$ cat src/rtl/rfsh_pkg.sv
package rfsh_pkg;

  typedef enum logic {
    ST_RUN  = 1'b0,
    ST_SELF = 1'b1
  } rfshState_t;

  // strobes from control to datapath
  typedef struct packed {
    logic prescEn;
    logic creditDec;
    logic creditClr;
    logic busyLoad;
    logic holdLoad;
  } rfshStrobes_t;

endpackage

$ cat src/rtl/rfsh_datapath.sv
module rfsh_datapath
  import rfsh_pkg::*;
#(
  parameter int INTERVAL_CYC  = 781,
  parameter int MAX_CREDIT    = 8,
  parameter int TRFC_CYC      = 7,
  parameter int EXIT_HOLD_CYC = 8,
  localparam int PW = (INTERVAL_CYC > 1) ? $clog2(INTERVAL_CYC) : 1,
  localparam int CW = $clog2(MAX_CREDIT + 1),
  localparam int TW = $clog2(TRFC_CYC + 1),
  localparam int HW = $clog2(EXIT_HOLD_CYC + 1)
) (
  input  logic          clk,
  input  logic          rstN,
  input  rfshStrobes_t  strobes,
  output logic [CW-1:0] creditLevel,
  output logic          busyActive,
  output logic          busyLast,
  output logic          holdActive
);

  localparam logic [PW-1:0] PRESC_LAST = PW'(INTERVAL_CYC - 1);
  localparam logic [CW-1:0] CREDIT_MAX = CW'(MAX_CREDIT);
  localparam logic [TW-1:0] BUSY_INIT  = TW'(TRFC_CYC);
  localparam logic [HW-1:0] HOLD_INIT  = HW'(EXIT_HOLD_CYC);

  logic [PW-1:0] prescCnt;
  logic [CW-1:0] creditCnt;
  logic [TW-1:0] busyCnt;
  logic [HW-1:0] holdCnt;
  logic          intervalTick;
  logic          creditFull;

  assign intervalTick = strobes.prescEn && (prescCnt == PRESC_LAST);
  assign creditFull   = (creditCnt == CREDIT_MAX);

  // interval prescaler: frozen when prescEn is low
  always_ff @(posedge clk) begin
    if (!rstN) begin
      prescCnt <= '0;
    end else if (strobes.prescEn) begin
      if (prescCnt == PRESC_LAST) prescCnt <= '0;
      else                        prescCnt <= prescCnt + 1'b1;
    end
  end

  // credit counter: saturating, tick and grant on one edge cancel
  always_ff @(posedge clk) begin
    if (!rstN) begin
      creditCnt <= '0;
    end else if (strobes.creditClr) begin
      creditCnt <= '0;
    end else begin
      unique case ({intervalTick, strobes.creditDec})
        2'b10:   if (!creditFull) creditCnt <= creditCnt + 1'b1;
        2'b01:   creditCnt <= creditCnt - 1'b1;
        default: creditCnt <= creditCnt;
      endcase
    end
  end

  // refresh cycle time window
  always_ff @(posedge clk) begin
    if (!rstN) begin
      busyCnt <= '0;
    end else if (strobes.busyLoad) begin
      busyCnt <= BUSY_INIT;
    end else if (busyCnt != '0) begin
      busyCnt <= busyCnt - 1'b1;
    end
  end

  // hold-off window after self-refresh exit
  always_ff @(posedge clk) begin
    if (!rstN) begin
      holdCnt <= '0;
    end else if (strobes.holdLoad) begin
      holdCnt <= HOLD_INIT;
    end else if (holdCnt != '0) begin
      holdCnt <= holdCnt - 1'b1;
    end
  end

  assign creditLevel = creditCnt;
  assign busyActive  = (busyCnt != '0);
  assign busyLast    = (busyCnt == TW'(1));
  assign holdActive  = (holdCnt != '0);

endmodule

$ cat src/rtl/rfsh_control.sv
module rfsh_control
  import rfsh_pkg::*;
#(
  parameter int CW = 4
) (
  input  logic          clk,
  input  logic          rstN,
  input  logic          banksIdle,
  input  logic          grantRef,
  input  logic          srEnterReq,
  input  logic          srExitReq,
  input  logic [CW-1:0] creditLevel,
  input  logic          busyActive,
  input  logic          holdActive,
  output rfshStrobes_t  strobes,
  output logic          inSelf
);

  rfshState_t state;
  logic       blocked;
  logic       grantOk;
  logic       enterOk;
  logic       exitOk;

  assign blocked = busyActive || holdActive;
  assign grantOk = (state == ST_RUN) && grantRef && banksIdle && !blocked
                   && (creditLevel != '0);
  assign enterOk = (state == ST_RUN) && srEnterReq && banksIdle && !blocked
                   && !grantOk;
  assign exitOk  = (state == ST_SELF) && srExitReq;

  always_ff @(posedge clk) begin
    if (!rstN) begin
      state <= ST_RUN;
    end else begin
      unique case (state)
        ST_RUN:  if (enterOk) state <= ST_SELF;
        ST_SELF: if (exitOk)  state <= ST_RUN;
        default: state <= ST_RUN;
      endcase
    end
  end

  always_comb begin
    strobes           = '0;
    strobes.prescEn   = (state == ST_RUN);
    strobes.creditDec = grantOk;
    strobes.busyLoad  = grantOk;
    strobes.creditClr = exitOk;
    strobes.holdLoad  = exitOk;
  end

  assign inSelf = (state == ST_SELF);

endmodule

$ cat src/rtl/sdram_refresh_sched.sv
module sdram_refresh_sched
  import rfsh_pkg::*;
#(
  parameter int INTERVAL_CYC = 781,
  parameter int MAX_CREDIT   = 8,
  parameter int TRFC_CYC     = 7,
  parameter int EXIT_MIN_CYC = 1,
  localparam int CW = $clog2(MAX_CREDIT + 1),
  localparam int EXIT_HOLD_CYC = TRFC_CYC + EXIT_MIN_CYC
) (
  input  logic          clk,
  input  logic          rstN,
  input  logic          banksIdle,
  input  logic          grantRef,
  input  logic          srEnterReq,
  input  logic          srExitReq,
  output logic          refReq,
  output logic          refUrgent,
  output logic [CW-1:0] creditLevel,
  output logic          refBusy,
  output logic          refDone,
  output logic          cmdHold,
  output logic          cke,
  output logic          inSelfRefresh
);

  rfshStrobes_t strobes;
  logic [CW-1:0] creditCnt;
  logic busyActive;
  logic busyLast;
  logic holdActive;
  logic inSelf;

  rfsh_control #(.CW(CW)) ctrl (
    .clk        (clk),
    .rstN       (rstN),
    .banksIdle  (banksIdle),
    .grantRef   (grantRef),
    .srEnterReq (srEnterReq),
    .srExitReq  (srExitReq),
    .creditLevel(creditCnt),
    .busyActive (busyActive),
    .holdActive (holdActive),
    .strobes    (strobes),
    .inSelf     (inSelf)
  );

  rfsh_datapath #(
    .INTERVAL_CYC (INTERVAL_CYC),
    .MAX_CREDIT   (MAX_CREDIT),
    .TRFC_CYC     (TRFC_CYC),
    .EXIT_HOLD_CYC(EXIT_HOLD_CYC)
  ) dp (
    .clk        (clk),
    .rstN       (rstN),
    .strobes    (strobes),
    .creditLevel(creditCnt),
    .busyActive (busyActive),
    .busyLast   (busyLast),
    .holdActive (holdActive)
  );

  assign creditLevel   = creditCnt;
  assign refReq        = (creditCnt != '0);
  assign refUrgent     = (creditCnt == CW'(MAX_CREDIT));
  assign refBusy       = busyActive;
  assign refDone       = busyLast;
  assign cmdHold       = busyActive || holdActive;
  assign cke           = !inSelf;
  assign inSelfRefresh = inSelf;

endmodule

$ cat config.mk
export PLATFORM = sky130hd
export DESIGN_NAME = sdram_refresh_sched
export DESIGN_NICKNAME = d
export VERILOG_FILES = /design/src/rtl/rfsh_pkg.sv /design/src/rtl/rfsh_datapath.sv /design/src/rtl/rfsh_control.sv /design/src/rtl/sdram_refresh_sched.sv
export SDC_FILE = /design/constraint.sdc
export NUM_CORES = 1
export LEC_CHECK = 0
export BUFFER_PORTS_ARGS = -buffer_cell sky130_fd_sc_hd__buf_2
export CORE_ASPECT_RATIO = 0.7
export CORE_UTILIZATION = 45
export CTS_CLUSTER_DIAMETER = 100
export DETAILED_ROUTE_END_ITERATION = 6
export GPL_ROUTABILITY_DRIVEN = 0
export PLACE_DENSITY = 0.64
export SLEW_MARGIN = 25
export SYNTH_ARGS = -nofsm -noshare
export SYNTH_HDL_FRONTEND = slang
export SYNTH_HIERARCHICAL = 1
export SYNTH_SLANG_ARGS = --single-unit
$ cat constraint.sdc
create_clock -name clk -period 2.7 [get_ports clk]
set_input_delay 0 -clock clk [delete_from_list [all_inputs] [get_ports clk]]
set_output_delay 0 -clock clk [all_outputs]
set_load 0.005 [all_outputs]
==> results of run 1 <==
worst max-delay path: cells and delay by family (launching register included):
family	cells	cell delay [ns]
buffers and inverters	1	0.12
xor gates and xnor gates	1	0.12
and+or+nand+nor	5	1.00
adders and majority gates	2	0.42
AOI/OAI and AO/OA	2	0.27
DFF	1	0.32
muxes	1	0.13
registers in the layout, summed over array words and instances (netlist names):
register / cells
ctrl/inSelf: 1
dp/prescCnt: 10
dp/creditLevel: 4
dp/holdCnt: 4
dp/busyCnt: 3
layer usage:
metal | wire [um] | vias up
met5 | 0 | -
met4 | 21 | 0
met3 | 92 | 2
met2 | 1200 | 14
met1 | 1150 | 485
li1 | - | 516
cell type report:
cell class	instances	area, um^2	area share
Clock buffer	4	55.1	0.0374
Inverter	8	30.0	0.0204
Multi-Input combinational cell	106	793	0.538
Sequential cell	22	440	0.299
Tap cell	34	42.5	0.0289
Timing Repair Buffer	20	113	0.0764
cell families (layout without fill, tap and decap cells):
family	after synthesis	in the layout	synth area share
muxes	7	7	0.0586
xor gates and xnor gates	14	14	0.0957
buffers and inverters	12	32	0.0469
and+or+nand+nor	65	65	0.303
AOI/OAI and AO/OA	12	12	0.0742
DFF	22	22	0.344
adders and majority gates	8	8	0.0781
report_power, final:
group | total, W | leakage [nW] | switching (W) | internal [W]
sequential | 0.000432 | 0.180 | 0.0000483 | 0.000384
clock | 0.000233 | 0.0288 | 0.000103 | 0.000130
combinational | 0.000432 | 0.440 | 0.000214 | 0.000218
total | 0.00110 | 0.648 | 0.000365 | 0.000732
through the flow:
step / hold WS [ns] / power, W / area (um^2) / utilization
after CTS: 0.0486 / 0.00109 / 1460 / 0.568
after global routing: 0.0463 / 0.00120 / 1470 / 0.573
after floorplan: 0.117 / 0.000730 / 1280 / -
final: 0.0499 / 0.00110 / 1470 / 0.573
after detailed placement: 0.250 / 0.000853 / 1400 / 0.543
after global placement: 0.250 / 0.000825 / 1400 / 0.543
worst max-delay path by stage:
stage / end / depth (start not counted) / from
after global placement: dp/creditLevel[2] / 12 / dp/busyCnt[0]
final: dp/creditLevel[2] / 12 / dp/busyCnt[0]
after floorplan: dp/creditLevel[2] / 13 / dp/busyCnt[0]
after global routing: dp/creditLevel[2] / 12 / dp/busyCnt[0]
after CTS: dp/creditLevel[2] / 12 / dp/busyCnt[0]
after detailed placement: dp/creditLevel[2] / 12 / dp/busyCnt[0]
cell usage after synthesis, types with 2 or more instances:
cell type / instances / area (um^2)
dfxtp_1: 22 / 440
nor2_1: 19 / 71.3
nand2_1: 16 / 60.1
xnor2_1: 10 / 87.6
ha_1: 8 / 100
inv_1: 8 / 30.0
mux2i_1: 5 / 50.1
nand2b_1: 5 / 31.3
buf_4: 4 / 30.0
o21a_1: 4 / 30.0
xor2_1: 4 / 35.0
nor2b_1: 3 / 18.8
nor3_1: 3 / 15.0
a31oi_1: 2 / 12.5
nor4b_1: 2 / 17.5
what timing repair did:
| item | in CTS | in global routing |
|---|---|---|
| setup endpoints to repair | 0 | 1 |
| endpoints found under the hold margin | 1 | 0 |
| hold buffers | 1 | 0 |
| resized for setup | 0 | 3 |
==> results.txt, run 1 <==
* Average wire per standard cell: ~13 um
- After detailed routing, the number of remaining DRC violations is 0.
* Vias per cell: between 5 and 6
* Result of the run: completed
- The number of hold violations in the final report came to 0.
- CTS Buffer Depth: 2
- Before antenna repair, the detailed router went through 4 iterations.
- I/O pin count: 17
- Antenna-violating nets left: 0
* Period minus WS final: 2.49 ns
* Number of warnings issued by yosys: 6
- Entering global routing, the biggest net connects 13 pins.
- STA puts the critical path data arrival time at approximately 2.6 ns.
- R2r setup slk: between 0.2 and 0.25 ns
- The startpoint identified for the worst register-to-register timing path is dp/busyCnt[0].
- GRT busiest layer: met2
* Number of buffers inserted to repair setup after CTS: 0
- Met3 layer usage reported by global route: 0.0644
* Number of placement rows: 15
- Proportion of register bits with asynchronous set or reset after synthesis: 0
* Slowest CP cell: or3b_1
- Number of antenna violations at the first check in global routing: 0
* Placed Instances: approximately 190
* Path category of the worst min-delay check: in2reg
* Area added between synthesis and finish: 15.0%
- STA classifies the critical path endpoint as a flip-flop.
- Post-synthesis cell count: 140
* Met2 demand-to-capacity share in global routing: 0.320
* #FFs+latches synth: 22
* Element type at the critical path start: flip-flop
- Mapped Avg Cell Area: 9.15 um^2
- Number of global-route vias before repair: 907
- Final-stage net count: 175
- Static leakage power: between 0.6 and 0.7 nW
- The wire-length estimate of the detail-placed layout is ~1.9 mm.
* Routed vias: ~1000
- Ant diodes: 0
- Dividing the final minimum period by the clock period gives 0.923.
* Max-slew headroom: 0.659
- Count of cells along the worst hold path: 2
- For the pin with the worst max-slew slack, the measured transition is 0.510 ns.
- Met1 Resource Use GR: 0.214
- The tree is rooted in a clkbuf_8.
* CTS tree: yes
* Starting Density: 0.498
- Clock-pin slew was measured on the worst setup and hold paths at around 0.08 ns.
- Number of synthesized flops with an enable pin: 0
- In the global route stage, overall resource usage came out at 0.184.
- Final routed wirelength across all metal layers: around 2.5 mm
- The later pin in the worst-skew pair is clocked with a latency of about 0.26 ns.
- Die Outline Area: between 3000 and 4000 um^2
- In this run the vertical extent of the chip is approximately 47 um.
- Max-cap violation count: 0
* Fmax: approximately 400 MHz
- Post-synth cell types: 40
* Die boundary width: between 60 and 70 um
- CTS built an H-tree with a depth of 1.
* Delay of the slowest critical-path stage: roughly 0.35 ns
* Commonest non-fill, non-tap cell in the layout: dfxtp_1
- Finish-stage setup viols: 0
* Post-synthesis instance area: 1280 um^2
- The worst register-to-register path ends at dp/creditLevel[2].
- For hold timing, the worst endpoint is dp/busyCnt[0].
- Final setup slack of the worst path: around 0.21 ns
* Skew final: between 0.001 and 0.0015 ns
- Critical Path Fanout Max: 6
- Maximum resistive drop on vdd: between 0.4 and 0.5 mV
- Sequential cell area fraction in the yosys report: 0.344
- Share of layout cells above drive strength 1: 0.238
* Number of non-filler instances in the completed layout: about 190
- At the placement stage, the worst setup path has a slack of about 0.22 ns.
- Clock tree synthesis inserted a total of 3 buffers.
- Reg2reg path depth: 12
- After floorplanning, the core was sized to cover 2570 um^2.
- Category of the most critical setup path: reg2reg
- The detailed router finished its first iteration with 37 violations.
* Critical Path, Cell by Cell: inv_1, ha_2, nand2b_4, nor4b_2, nor2b_2, nand2_1, xnor2_1, ha_1, or3b_1, a31oi_1, a31oi_1, mux2i_1
- Filler instances: roughly 240
- Most used cells in the layout excluding fill and tap cells: dfxtp_1 (22), nor2_1 (19), nand2_1 (16), buf_2 (16), xnor2_1 (10)
- Critical hold path startpoint: rstN
* Overflow left after global routing: 0
* Max-slew violation count: 0
* Unrepaired setup endpoints after global routing: no
* Power per cell area: approximately 740 nW/um^2
- For this run, the leading register cell type out of synthesis is dfxtp_1.
* Total nets after synthesis: ~150
* Worst endpoint required time: around 2.9 ns
- For the final routed database, the setup TNS stands at 0 ns.
- Cell mode on critical path: a31oi_1
* Quantity of I/O buffers inserted on ports: 16
- Counting every sink on the clock net gives 22.
- The first global-routing pass estimated ~4 mm of wire.
Note: power is estimated with default switching activity, not from simulation.
==> run 2, diff against run 1 <==
--- a/config.mk
+++ b/config.mk
@@ -12,6 +12,7 @@
 export DETAILED_ROUTE_END_ITERATION = 6
 export GPL_ROUTABILITY_DRIVEN = 0
 export PLACE_DENSITY = 0.64
+export RECOVER_POWER = 100
 export SLEW_MARGIN = 25
 export SYNTH_ARGS = -nofsm -noshare
 export SYNTH_HDL_FRONTEND = slang
==> run 2 against run 1 <==
Cell area fell by 0.76%. Fmax fell by 0.13%. First-iteration DRC count is 2.7% higher. Core utilization down 0.44 points. Critical path depth unchanged. Sequential power hardly changed.
==> results.txt, run 2 (synthesis results as in run 1) <==
- Result of the run: completed
- Data arrival time of the critical path: 2.64 ns (about the same)
- End point of the worst hold path: dp/busyCnt[0]
- The finished layout cell area is 1460 um^2 (-0.76%).
* Total CTS buffers: 3 (unchanged)
- The worst-case reg-to-reg path depth came to 12 (unchanged).
- The maximum fanout along the worst path came to 6 (unchanged).
- The instance area after placement came to 1400 um^2 (unchanged).
- TritonCTS built the clock tree.
* Finish-stage setup viols: 0 (unchanged)
* Element type at the critical path start: flip-flop
* Largest register FFs: 10 (unchanged)
- The relative slew slack came to 0.659 (about the same).
- The leakage power total is 0.622 nW (-4.0%).
* Antenna-violating nets left: 0 (unchanged)
* Maximum resistive drop on vdd: 0.461 mV (-1.3%)
- Hold Vio Cnt, Final: 0 (unchanged)
- The number of maximum-capacitance constraint violations came to 0 (unchanged).
* Part of the cycle the worst path needs: 0.924 (+0.00118)
- Startpoint of the worst-slack reg-to-reg timing path: dp/busyCnt[0]
- Worst endpoint required time: 2.85 ns (about the same)
- The number of vias per cell after detailed routing came to 5.26 (+0.39%).
- Count of cells along the worst hold path: 2 (unchanged)
* Sink count of the clock tree: 22 (unchanged)
- The full die area is 3070 um^2 (unchanged).
- Max-slew violation count: 0 (unchanged)
* Quantity of I/O buffers inserted on ports: 16 (unchanged)
* Area added between synthesis and finish: 14.2%
- The detailed-router iteration count before antenna repair is 4 (unchanged).
- The clock insertion delay at the later pin of the skew report was 0.26 ns (about the same).
- Power per cell area: 743 nW/um^2 (-0.26%)
- The total congestion overflow came to 0 (unchanged).
- Counting flops per register, the top entry is dp/prescCnt.
* Detailed-route DRC error count: 0 (unchanged)
* Total routing usage reported by global routing: 0.184 (unchanged)
- The critical path in this run is classified as reg2reg.
- Clock tree synthesis selected as its root buffer the cell clkbuf_8.
- The worst-case register-to-register setup slack is 0.20 ns (about the same).
- The wire length per cell after detailed routing was 12.8 um (+0.90%).
- The global-route wire length before repair was 4.01 mm (unchanged).
- Die boundary width: 65.8 um (unchanged)
* Crit Reg-Reg Endpoint: dp/creditLevel[2]
- Fmax: 401 MHz (-0.13%)
- The total number of vias is 1021 (+0.39%).
- In the layout the commonest cells are dfxtp_1 (22), nor2_1 (19), nand2_1 (16).
* Detailed-placement wirelength estimate: 1.88 mm (unchanged)
- The first-iteration detailed-routing DRC count was 38 (+2.7%).
* Unrepaired setup endpoints after global routing: no
- Number of placement rows: 15 (unchanged)
- The pin count of the biggest net entering global routing was 13 (unchanged).
- The clock transition at the registers of the reported paths is 0.08 ns (about the same).
- Number of antenna violations at the first check in global routing: 0 (unchanged)
- I/O pin count: 17 (unchanged)
- Final-stage net count: 175 (unchanged)
* Commonest non-fill, non-tap cell in the layout: dfxtp_1
- The final critical path time including I/O delays and setup was 2.50 ns (+0.00320 ns).
- The transition at the pin with the smallest max-transition slack was 0.510 ns (+0.0000666 ns).
- Skew final: 0.00125 ns (+0.0000843 ns)
- Share of layout cells above drive strength 1: 0.194 (-0.0437)
* Starting Density: 0.498 (unchanged)
* Die boundary height: 46.6 um (unchanged)
- Final routed wirelength across all metal layers: 2.48 mm (+0.90%)
- The number of global-route vias before repair came to 907 (unchanged).
- Final setup TNS: 0 ns (unchanged)
- # H-tree levels: 1 (unchanged)
* Critical hold path startpoint: rstN
- The final antenna diode count was 0 (unchanged).
- Number of buffers inserted to repair setup after CTS: 0 (unchanged)
* Capturing element type of the critical path: flip-flop
* CTS Buffer Depth: 2 (unchanged)
- Path category of the worst min-delay check: in2reg
- The placeable core area is 2570 um^2 (unchanged).
run 2: layer usage:
metal | vias to the layer above | part of all wire | track usage
li1 | 514 | - | -
met1 | 489 | 0.46 | 0.214
met2 | 16 | 0.49 | 0.320
met3 | 2 | 0.039 | 0.0644
met4 | 0 | 0.0085 | 0.0609
met5 | - | 0 | 0
run 2: through the flow:
step	utilization	std cells	hold WS (ns)	setup WS, ns	power, W
finish	0.569	194	0.0501	0.204	0.00109
global route	0.569	194	0.0463	0.00343	0.00118
CTS	0.568	194	0.0486	0.202	0.00109
detailed placement	0.543	189	0.250	0.221	0.000853
global placement	0.543	189	0.250	0.362	0.000825
floorplan	-	140	0.117	0.281	0.000730
run 2: layout make-up:
type | count | area (um^2)
well taps | 34 | 42.5
clock buffers | 4 | 55.1
flip-flops and latches | 22 | 440
inverters | 8 | 30.0
repair buffers | 20 | 101
multi-input cells | 106 | 793
fillers | 240 | 1110
run 2: report_power, final:
part	internal [W]	switching (W)	total [W]	leakage [nW]
Clock	0.000130	0.000103	0.000233	0.0288
Combinational	0.000204	0.000216	0.000421	0.414
Sequential	0.000384	0.0000485	0.000433	0.180
run 2: worst max-delay path: stages, from the launching register on:
cell      delay (ns)
dfxtp_1         0.32
inv_1           0.12
ha_2            0.23
nand2b_4        0.09
nor4b_2         0.29
nor2b_2         0.20
nand2_1         0.07
xnor2_1         0.12
ha_1            0.19
or3b_1          0.34
a31oi_1         0.18
a31oi_1         0.09
mux2i_1         0.13
run 2: worst max path at each step:
stage	from	endpoint	slack, ns
6_report	dp/busyCnt[0]	dp/creditLevel[2]	0.20
5_1_grt	dp/busyCnt[0]	dp/creditLevel[2]	0.003
4_1_cts	dp/busyCnt[0]	dp/creditLevel[2]	0.20
3_5_place_dp	dp/busyCnt[0]	dp/creditLevel[2]	0.22
3_3_place_gp	dp/busyCnt[0]	dp/creditLevel[2]	0.36
2_1_floorplan	dp/busyCnt[0]	dp/creditLevel[2]	0.28
run 2: repair_timing:
item	4_1_cts	5_1_grt
hold endpoints to repair	1	0
endpoints found under the setup margin	0	1
hold buffers	1	0
gates resized for setup	0	3
